<file path="config.mk">
export PLATFORM = sky130hd
export DESIGN_NAME = chain_drive_reg
export DESIGN_NICKNAME = d
export VERILOG_FILES = /design/src/rtl/chain_drive_pkg.sv /design/src/rtl/cdr_sync2.sv /design/src/rtl/cdr_edge_det.sv /design/src/rtl/cdr_shift_chain.sv /design/src/rtl/cdr_store_gate.sv /design/src/rtl/chain_drive_reg.sv
export SDC_FILE = /design/constraint.sdc
export NUM_CORES = 1
export LEC_CHECK = 0
export ABC_CLOCK_PERIOD_IN_PS = 900
export CAP_MARGIN = 20
export CORE_MARGIN = 2
export CORE_UTILIZATION = 49
export CTS_BUF_LIST = sky130_fd_sc_hd__clkbuf_8
export DETAILED_ROUTE_END_ITERATION = 16
export GPL_TIMING_DRIVEN = 0
export PLACE_DENSITY = 0.76
export SLEW_MARGIN = 20
export SYNTH_ARGS = -nofsm -noshare
export SYNTH_HDL_FRONTEND = slang
export SYNTH_SLANG_ARGS = --single-unit
export TNS_END_PERCENT = 50
</file>
<file path="constraint.sdc">
create_clock -name clk -period 0.9 [get_ports clk]
set_clock_uncertainty 0.05 [all_clocks]
set_input_delay 0.18 -clock clk [delete_from_list [all_inputs] [get_ports clk]]
set_output_delay 0.18 -clock clk [all_outputs]
set_load 0.02 [all_outputs]
</file>
<file path="src/rtl/chain_drive_pkg.sv">
package chain_drive_pkg;

    localparam int DFLT_WIDTH = 8;

    // level-only pins
    typedef struct packed {
        logic din;
        logic clr_n;
        logic blank;
    } lvl_pins_t;

    // pins whose edges are events
    typedef struct packed {
        logic ser;
        logic rgs;
    } clk_pins_t;

    localparam lvl_pins_t LVL_RST = '{din: 1'b0, clr_n: 1'b1, blank: 1'b1};
    localparam clk_pins_t CLK_RST = '{ser: 1'b0, rgs: 1'b0};

    function automatic logic is_rise(input logic chg, input logic lvl);
        return chg & lvl;
    endfunction

    function automatic logic is_fall(input logic chg, input logic lvl);
        return chg & ~lvl;
    endfunction

endpackage

</file>
<file path="src/rtl/cdr_sync2.sv">
module cdr_sync2 #(
    parameter int          N       = 1,
    parameter logic [N-1:0] RST_VAL = '0
) (
    input  logic         clk,
    input  logic         rst,
    input  logic [N-1:0] raw_i,
    output logic [N-1:0] lvl_o
);
    generate
        for (genvar g = 0; g < N; g++) begin : g_bit
            logic meta_q;
            logic stab_q;
            always_ff @(posedge clk) begin
                if (rst) begin
                    meta_q <= RST_VAL[g];
                    stab_q <= RST_VAL[g];
                end else begin
                    meta_q <= raw_i[g];
                    stab_q <= meta_q;
                end
            end
            assign lvl_o[g] = stab_q;
        end
    endgenerate
endmodule

</file>
<file path="src/rtl/cdr_edge_det.sv">
module cdr_edge_det #(
    parameter int           N       = 1,
    parameter logic [N-1:0] RST_VAL = '0
) (
    input  logic         clk,
    input  logic         rst,
    input  logic [N-1:0] lvl_i,
    output logic [N-1:0] chg_o
);
    logic [N-1:0] prev_q;

    always_ff @(posedge clk) begin
        if (rst) prev_q <= RST_VAL;
        else     prev_q <= lvl_i;
    end

    generate
        for (genvar g = 0; g < N; g++) begin : g_cmp
            assign chg_o[g] = lvl_i[g] ^ prev_q[g];
        end
    endgenerate
endmodule

</file>
<file path="src/rtl/cdr_shift_chain.sv">
module cdr_shift_chain #(
    parameter int WIDTH = 8
) (
    input  logic             clk,
    input  logic             rst,
    input  logic             wipe,
    input  logic             step,
    input  logic             emit,
    input  logic             din,
    output logic [WIDTH-1:0] chain_q,
    output logic             dout_q
);
    localparam int LAST = WIDTH - 1;

    always_ff @(posedge clk) begin
        if (rst || wipe) begin
            chain_q <= '0;
        end else if (step) begin
            chain_q <= {chain_q[LAST-1:0], din};
        end
    end

    always_ff @(posedge clk) begin
        if (rst || wipe) begin
            dout_q <= 1'b0;
        end else if (emit) begin
            dout_q <= chain_q[LAST];
        end
    end
endmodule

</file>
<file path="src/rtl/cdr_store_gate.sv">
module cdr_store_gate #(
    parameter int WIDTH = 8
) (
    input  logic             clk,
    input  logic             rst,
    input  logic             wipe,
    input  logic             load,
    input  logic             blank,
    input  logic [WIDTH-1:0] chain_i,
    output logic [WIDTH-1:0] store_q,
    output logic [WIDTH-1:0] sink_o
);
    always_ff @(posedge clk) begin
        if (rst || wipe) begin
            store_q <= '0;
        end else if (load) begin
            store_q <= chain_i;
        end
    end

    generate
        for (genvar g = 0; g < WIDTH; g++) begin : g_chan
            assign sink_o[g] = store_q[g] & ~blank;
        end
    endgenerate
endmodule

</file>
<file path="src/rtl/chain_drive_reg.sv">
module chain_drive_reg
    import chain_drive_pkg::*;
#(
    parameter int WIDTH = DFLT_WIDTH
) (
    input  logic             clk,
    input  logic             rst,
    input  logic             ser_clk_i,
    input  logic             reg_clk_i,
    input  logic             clr_n_i,
    input  logic             blank_i,
    input  logic             ser_din_i,
    output logic [WIDTH-1:0] sink_on_o,
    output logic             ser_dout_o
);
    localparam int NLVL = $bits(lvl_pins_t);
    localparam int NCLK = $bits(clk_pins_t);

    lvl_pins_t lvl_raw, lvl_s;
    clk_pins_t clk_raw, clk_s, clk_chg;

    logic             ser_rise, ser_fall, reg_rise, wipe;
    logic [WIDTH-1:0] shift_q, store_q;

    assign lvl_raw = '{din: ser_din_i, clr_n: clr_n_i, blank: blank_i};
    assign clk_raw = '{ser: ser_clk_i, rgs: reg_clk_i};

    cdr_sync2 #(.N(NLVL), .RST_VAL(LVL_RST)) u_lvl_sync (
        .clk   (clk),
        .rst   (rst),
        .raw_i (lvl_raw),
        .lvl_o (lvl_s)
    );

    cdr_sync2 #(.N(NCLK), .RST_VAL(CLK_RST)) u_clk_sync (
        .clk   (clk),
        .rst   (rst),
        .raw_i (clk_raw),
        .lvl_o (clk_s)
    );

    cdr_edge_det #(.N(NCLK), .RST_VAL(CLK_RST)) u_clk_edge (
        .clk   (clk),
        .rst   (rst),
        .lvl_i (clk_s),
        .chg_o (clk_chg)
    );

    assign ser_rise = is_rise(clk_chg.ser, clk_s.ser);
    assign ser_fall = is_fall(clk_chg.ser, clk_s.ser);
    assign reg_rise = is_rise(clk_chg.rgs, clk_s.rgs);
    assign wipe     = ~lvl_s.clr_n;

    cdr_shift_chain #(.WIDTH(WIDTH)) u_chain (
        .clk     (clk),
        .rst     (rst),
        .wipe    (wipe),
        .step    (ser_rise),
        .emit    (ser_fall),
        .din     (lvl_s.din),
        .chain_q (shift_q),
        .dout_q  (ser_dout_o)
    );

    cdr_store_gate #(.WIDTH(WIDTH)) u_store (
        .clk     (clk),
        .rst     (rst),
        .wipe    (wipe),
        .load    (reg_rise),
        .blank   (lvl_s.blank),
        .chain_i (shift_q),
        .store_q (store_q),
        .sink_o  (sink_on_o)
    );
endmodule

</file>
# After elaboration in Yosys (flattened, before gate mapping)
# Cells that the tools add are included.
[classes] bitwise_logic=16 reduce_logical=1
[ops] op="$and A1 B1 Y1" n=11
[ops] op="$not A1 Y1" n=3
[ops] op="$xor A1 B1 Y1" n=2
[ops] op="$logic_or A1 B1 Y1" n=1
[totals] wordCells=31 regBits=29 input_bits=7

# Longest topological paths before layout
# Gate-level depths: netlist (run 1).
[depth] word_depth=2 ltp_mapped=4 depth_no_buf=3

# Modules after synthesis
# A second synthesis (run 1) with hierarchy kept.
[unflattened] hier_cells=100 hier_area_um2=1074.8
[by_module_without_submodules] mod="cdr_store_gate" area_per_inst_um2=345.3 cells_each=35 n_inst=1 seq_area_each_um2=160.2
[by_module_without_submodules] mod="cdr_shift_chain" area_per_inst_um2=329.1 cells_each=30 n_inst=1 seq_area_each_um2=180.2
[by_module_without_submodules] mod="cdr_sync2 (u_lvl_sync)" area_per_inst_um2=180.2 cells_each=15 n_inst=1 seq_area_each_um2=120.1
[by_module_without_submodules] mod="cdr_sync2 (u_clk_sync)" area_per_inst_um2=120.1 cells_each=10 n_inst=1 seq_area_each_um2=80.1
[by_module_without_submodules] mod="cdr_edge_det" area_per_inst_um2=73.8 cells_each=6 n_inst=1 seq_area_each_um2=40.0
[by_module_without_submodules] mod="chain_drive_reg" area_per_inst_um2=26.3 cells_each=4 n_inst=1 seq_area_each_um2=0.0

# Least setup slack after synthesis (run 1)
# OpenSTA, ideal clock, no wires.
[synth_timing] path_kind="register to output" startpoint="reg u_lvl_sync.g_bit[0].stab_q" endpoint="out sink_on_o[0]" arrival_ns=0.674 setup_slack_ns=-0.004 path_stages_with_launch=2 n_path_buf=0 path_cell_list="dfxtp_1 nor2b_1"
[synth_between] elab_chain_len=2
[synth_rtl] item="from (decl)" line_no="cdr_sync2.sv:13" text="logic stab_q;"
[synth_rtl] item="from (signal assigned)" line_no="cdr_sync2.sv:17" text="stab_q <= RST_VAL[g];"
[synth_rtl] item="from (signal assigned)" line_no="cdr_sync2.sv:20" text="stab_q <= meta_q;"
[synth_rtl] item="$not A1 Y1" line_no="cdr_store_gate.sv:23" text="assign sink_o[g] = store_q[g] & ~blank;"
[synth_rtl] item="$and A1 B1 Y1" line_no="cdr_store_gate.sv:23"
[synth_rtl] item="to (decl)" line_no="chain_drive_reg.sv:13" text="output logic [WIDTH-1:0] sink_on_o,"
# Every way passes these cells.

# Worst setup path after layout (run 1)
[layout_timing] startpoint="reg u_store.store_q[0]" endpoint="out sink_on_o[0]"
[layout_between] elab_chain_len=1
[layout_rtl] item="from (decl)" line_no="cdr_store_gate.sv:10" text="output logic [WIDTH-1:0] store_q,"
[layout_rtl] item="from (signal assigned)" line_no="cdr_store_gate.sv:17" text="store_q <= chain_i;"
[layout_rtl] item="$and A1 B1 Y1" line_no="cdr_store_gate.sv:23"
# Every way passes these cells.

==> results of run 1 <==
-- routing by layer --
metal  routed length (microns)  vias up  track usage [%]
met3                       104        8            6.250
met4                        42        0            9.459
met2                       950       18            27.19
met1                       723      350            17.20
met5                         0        -                0
li1                          -      392                -
-- final cells by class --
type / count / area share (%)
clock inverter: 1 / 0.3364
clock buffer: 7 / 6.476
buffer: 6 / 5.551
timing repair buffer: 16 / 9.504
tap: 27 / 2.271
multi-input combinational: 76 / 36.00
sequential: 29 / 39.87
-- cells in the final DEF, fill, tap and decap left out, drive strengths merged --
| cell | n |
|---|---|
| dlygate4sd2 | 1 |
| and2b | 4 |
| buf | 15 |
| a21oi | 16 |
| nor2b | 14 |
| nand2b | 4 |
| or2 | 4 |
| dfxtp | 29 |
| clkbuf | 8 |
| mux2i | 1 |
| clkdlybuf4s50 | 5 |
| nor2 | 1 |
| clkinv | 1 |
| nand2 | 32 |
-- state kept, by name, summed over array words and instances (netlist names) --
name and count:
u_chain.chain_q 8, u_clk_sync.g_bit.meta_q 2, u_store.store_q 8, u_chain.dout_q 1, u_lvl_sync.g_bit.stab_q 3, u_clk_sync.g_bit.stab_q 2
u_lvl_sync.g_bit.meta_q 3, u_clk_edge.prev_q 2
-- power groups by stage --
stage | sequential, mW | combinational, mW | clock, mW
2_1_floorplan | 1.34 | 0.0856 | 0
3_3_place_gp | 1.35 | 0.124 | 0
3_5_place_dp | 1.35 | 0.126 | 0
4_1_cts | 1.32 | 0.141 | 1.17
5_1_grt | 1.32 | 0.166 | 1.25
6_report | 1.32 | 0.154 | 1.14
-- repair_timing --
action / in CTS / in global routing
endpoints found under the setup margin: 36 / 26
resized for setup: 65 / 28
gates cloned: 0 / 0
pin swaps: 7 / 7
buffers inserted: 1 / 0
-- how the worst max path moves through the flow --
stage	startpoint	endpoint	slack (ns)	cells after the start
2_1_floorplan	u_lvl_sync.g_bit[0].stab_q$_SDFF_PP1_	sink_on_o[0]	-0.004	1
3_3_place_gp	rst	u_lvl_sync.g_bit[2].stab_q$_SDFF_PP0_	-0.47	3
3_5_place_dp	rst	u_lvl_sync.g_bit[2].meta_q$_SDFF_PP0_	-0.49	3
4_1_cts	u_lvl_sync.g_bit[0].stab_q$_SDFF_PP1_	sink_on_o[0]	-0.25	2
5_1_grt	u_store.store_q[0]$_SDFFE_PP0P_	sink_on_o[0]	-0.32	2
6_report	u_store.store_q[0]$_SDFFE_PP0P_	sink_on_o[0]	-0.26	2
-- worst max-delay path, stage by stage, from the launching register on --
cell and delay, ns:
dfxtp_1 0.35, nor2b_2 0.18, buf_6 0.13
-- cells by family after synthesis --
family	count (synthesis)	synth area share [%]
flip-flops	29	54.08
buffers and inverters	7	5.593
AO/OA/AOI/OAI	16	10.61
multiplexers	1	0.9324
AND/OR/NAND/NOR	59	28.79
-- per-stage QoR --
stage                      TNS, ns  instance area [sq um]
after floorplan           -0.03228                   1074
after global placement      -13.86                   1257
after detailed placement    -14.24                   1257
after CTS                   -2.750                   1408
after global routing        -3.419                   1488
final                       -2.261                   1488
==> results.cfg, run 1 <==
[pwr]
leakage_nw = 0.5854
p_int_mw = 2.082
p_comb_share_pct = 5.9
power_mw = 2.616
p_switching_mw = 0.5340
clock_power_share_pct = 43.6
seq_power_share_pct = 50.5
vdd_drop_max_uv = 1444
switching_share_pct = 20.41
power-per-cell-area_mw_per_mm2 = 1758

[floorplanning]
die_h_microns = 50.81
io_pins = 16
core_sq_mm = 0.002022
initial_core_util_pct = 53.09
rows = 16
die_area_sq_mm = 0.002581
die_w_microns = 50.81

[critical_path]
crit_fanout = 2
regToRegStartpoint = u_clk_sync.g_bit[0].stab_q$_SDFF_PP0_
critical_path.endpoint_type = primary output
critical_path_arrival_ns = 0.93
r2r_setup_slack_ns = -0.07
cp-start-kind = flip-flop
crit_required_ns = 0.67
r2r_end = u_store.store_q[7]$_SDFFE_PP0P_
crit_type = reg -> out
r2r_cells = 4

[route]
drt-initial-drc-count = 3
vias = 768
routed_via_density = 4.741
routedWlPerCell_microns = 11.24
drc = 0
drt_first_pass_iters = 3
detail-route-antenna-nets = 0
totalWireLength_microns = 1821

[sta]
slew_violations = 0
holdWs_ns = 0.3532
tightest_slew_ns = 0.2250
period_minus_slack_ns = 1.156
hold_viol = 0
finalSetupViolations = 25
grt_setup_unrepaired = true
fmax_ghz = 0.8650
relSlewSlack_pct = 84.98
post-route-period-util_pct = 128.5
setup_slack_ns = -0.2561

[logic_synthesis]
synth_ff_type = dfxtp_1
syn_area_sq_mm = 0.001074
synthTopCellsByCount = 32 x nand2_1, 29 x dfxtp_1, 14 x nor2b_1
synth-seq-cells = 29
yosysMostFrequentCell = nand2_1
synthArstFlopShare_pct = 0
yosys_warnings = 0
avgSynthCellArea_sq_um = 9.585
synth_area_leaders = dfxtp_1 54%, nand2_1 11%, nor2b_1 8.2%
synth_nets = 119
netlist_instances = 112
synth_edf_count = 0
synth_top_area_cell = dfxtp_1
synth_top_area_share_pct = 54.08
yosysSeqAreaShare_pct = 54.08
yosys.cell_types.count = 18

[cells_and_area]
final_nets = 141
multiInputGateArea_sq_um = 535.5
instances_no_fill = 162
seq_area_sq_um = 593.1
fin_util_pct = 73.58
syn2layout_area_growth_pct = 38.58
fill_cells = 144
drive_above_1_share_pct = 48.89
num_antenna_cells = 0

[clocking]
clk_pin_slew_ns = 0.06
clkLatencyLatePin_ns = 0.27
clkSinkCount = 29
cts.htree.levels = 2
cts_buffer_depth = 2
root_buffer = clkbuf_8
cts_tree = yes
cts_made_buffers = 5
cts-hold-fix-buffers = 0

[grt]
grt_max_degree = 11
grt_pass1_vias = 728
grt_overflow_total = 0
grt_pass1_wl_microns = 2960
antenna_found_initial = 0
grtUsageTotal_pct = 16.21

[place]
placed_cells = 154
pre_cts_slack_ns = -0.4927
portBuffers = 15
dp_hpwl_microns = 1094
gp_congestion = 0.7701

[worst_hold_path]
worstHoldPathCells = 2
min-delay-start = rst
min_path_type = in -> reg
holdPathEnd = u_clk_edge.prev_q[0]$_SDFF_PP0_

[outcome]
outcome = finished, violations left
violations = negative setup slack

[flow_run]
max_cap_violations = 0
(Power assumes the default switching activity.)
==> inputs of run 2 (changes only) <==
- SLEW_MARGIN: 20 -> 25
==> results of run 2 <==
Same layout as run 1: the final DEF is identical, and so are final timing and power.
==> inputs of run 3 (changes only) <==
- ABC_CLOCK_PERIOD_IN_PS: 900 -> 1500
- CORE_MARGIN: 2 -> 1.5
- CORE_UTILIZATION: 49 -> 58
- PLACE_DENSITY: 0.76 -> 0.85
- TNS_END_PERCENT: 50 -> 30
- clock period: 0.9 -> 1.5 ns (I/O delays scaled with it)
==> run 3 against run 2 <==
The flow now finishes without violations. Global-route usage grew 0.59 points. Sequential power down 40%. Sequential cell count unchanged. Power down 43%. Highest routed layer unchanged.
==> results.cfg, run 3 (synthesis gave the netlist of run 1 again) <==
[route]
route.met3.wl_microns = 71
routedWlPerCell_microns = 9.830
vias = 748
wirelength_met1_microns = 709
wl_met2_microns = 752
routed.top_layer = met4
drc = 0
totalWireLength_microns = 1563
detail-route-antenna-nets = 0
routed_via_density = 4.704
drt_first_pass_iters = 4
drt-initial-drc-count = 15

[clocking]
clkLatencyLatePin_ns = 0.27
cts_buffer_depth = 2
clkSinkCount = 29
root_buffer = clkbuf_8
post-cts-setup-buffers = 0
cts_tree = yes
cts.htree.levels = 2
cts-hold-fix-buffers = 0
clk_pin_slew_ns = 0.06
cts_made_buffers = 5

[cells_and_area]
fill_cells = 127
final_nets = 141
num_antenna_cells = 0
syn2layout_area_growth_pct = 24.01
seq_area_sq_um = 581.8
stdcell_area_sq_mm = 0.001331
final_common_cell = nand2_1
top_regs = u_chain.chain_q: 8 flops, u_store.store_q: 8 flops
layout.cells.most_common_list = 32 x nand2_1, 28 x dfxtp_1, 14 x nor2b_1, 9 x a21oi_2, 9 x dlygate4sd2_1
drive_above_1_share_pct = 22.39
multiInputGateArea_sq_um = 432.9

[floorplanning]
rows = 15
initial_core_util_pct = 62.17
io_pins = 16
die_h_microns = 46.02
die_w_microns = 46.02
die_area_sq_mm = 0.002118
core_sq_mm = 0.001727

[grt]
grt_max_degree = 11
grtUsageTotal_pct = 16.80
antenna_found_initial = 0
grt_pass1_wl_microns = 2421
grt_pass1_vias = 591
grt_overflow_total = 0

[pwr]
vdd_drop_max_uv = 882.1
power-per-cell-area_mw_per_mm2 = 1112
leakage_nw = 0.5206

[sta]
relSlewSlack_pct = 78.52
grt_setup_unrepaired = false
fmax_ghz = 0.7033
tightest_slew_ns = 0.3222
post-route-period-util_pct = 94.79
slew_violations = 0
period_minus_slack_ns = 1.422
hold_viol = 0
tns_ns = 0
finalSetupViolations = 0

[critical_path]
crit_fanout = 8
crit_path_cell_trace = nor2b_1 -> dlygate4sd2_1
critical_path.endpoint_type = primary output
cp-start-kind = flip-flop
crit_required_ns = 1.15
critical_path_arrival_ns = 1.07
critPathBufInv = 1
crit_path_max_incr_delay_ns = 0.36
crit_type = reg -> out
critPathTopFamily = flip-flops
crit_slowest_cell = dfxtp_2

[place]
portBuffers = 15
placed_area_sq_mm = 0.001255
gp_congestion = 0.7626
dp_hpwl_microns = 1117

[flow_run]
max_cap_violations = 0

[outcome]
outcome = complete, no violations

[worst_hold_path]
min_path_type = reg -> reg
## run 3: layout make-up
| type | instances | area share (%) |
|---|---|---|
| Sequential cell | 29 | 43.70 |
| Multi-Input combinational cell | 76 | 32.52 |
| Timing Repair Buffer | 15 | 10.43 |
| Clock buffer | 6 | 6.203 |
| Buffer | 7 | 4.511 |
| Tap cell | 25 | 2.350 |
| Clock inverter | 1 | 0.2820 |
## run 3: report_power, final
group	internal (mW)	total [mW]	switching [mW]
registers	0.785	0.792	0.00686
logic	0.0418	0.0745	0.0327
clock network	0.356	0.614	0.258
total	1.18	1.48	0.298
## run 3: stage by stage
step | hold WS (ns) | setup WS, ns | total power, mW | instances | utilization, %
2_1_floorplan | 0.3395 | 0.4762 | 0.8581 | 112 | -
3_3_place_gp | 0.3418 | 0.02386 | 0.8814 | 152 | 72.68
3_5_place_dp | 0.3522 | 0.001944 | 0.8838 | 152 | 72.68
4_1_cts | 0.3658 | 0.06145 | 1.492 | 159 | 77.10
5_1_grt | 0.3770 | 0.01694 | 1.524 | 159 | 77.10
6_report | 0.3648 | 0.07816 | 1.481 | 159 | 77.10
## run 3: worst paths after layout
path | startpoint | endpoint | slack (ns) | cells past startpoint
worst max-delay path | u_lvl_sync.g_bit[0].stab_q$_SDFF_PP1_ | sink_on_o[1] | 0.08 | 2
worst min register to register | u_lvl_sync.g_bit[0].meta_q$_SDFF_PP1_ | u_lvl_sync.g_bit[0].stab_q$_SDFF_PP1_ | 0.36 | 1
worst min-delay path | u_lvl_sync.g_bit[0].meta_q$_SDFF_PP1_ | u_lvl_sync.g_bit[0].stab_q$_SDFF_PP1_ | 0.36 | 1
worst max register to register | u_clk_sync.g_bit[1].stab_q$_SDFF_PP0_ | u_chain.dout_q$_SDFFE_PP0P_ | 0.54 | 3
## run 3: worst reg2reg max path, cell delays in order (launching register included)
cell      delay [ns]
dfxtp_1         0.35
nand2b_1        0.13
mux2i_1         0.28
nor2_4          0.04
## run 3: metal layers
layer  vias to the layer above  global-route usage, %
met1                       337                  20.05
met3                         4                  7.143
li1                        390                      -
met2                        17                  25.56
met5                         -                      0
met4                         0                  8.571
## run 3: repair_timing
item	CTS	global route
endpoints found under the setup margin	9	0
resized for setup	10	0
endpoints found under the hold margin	0	0
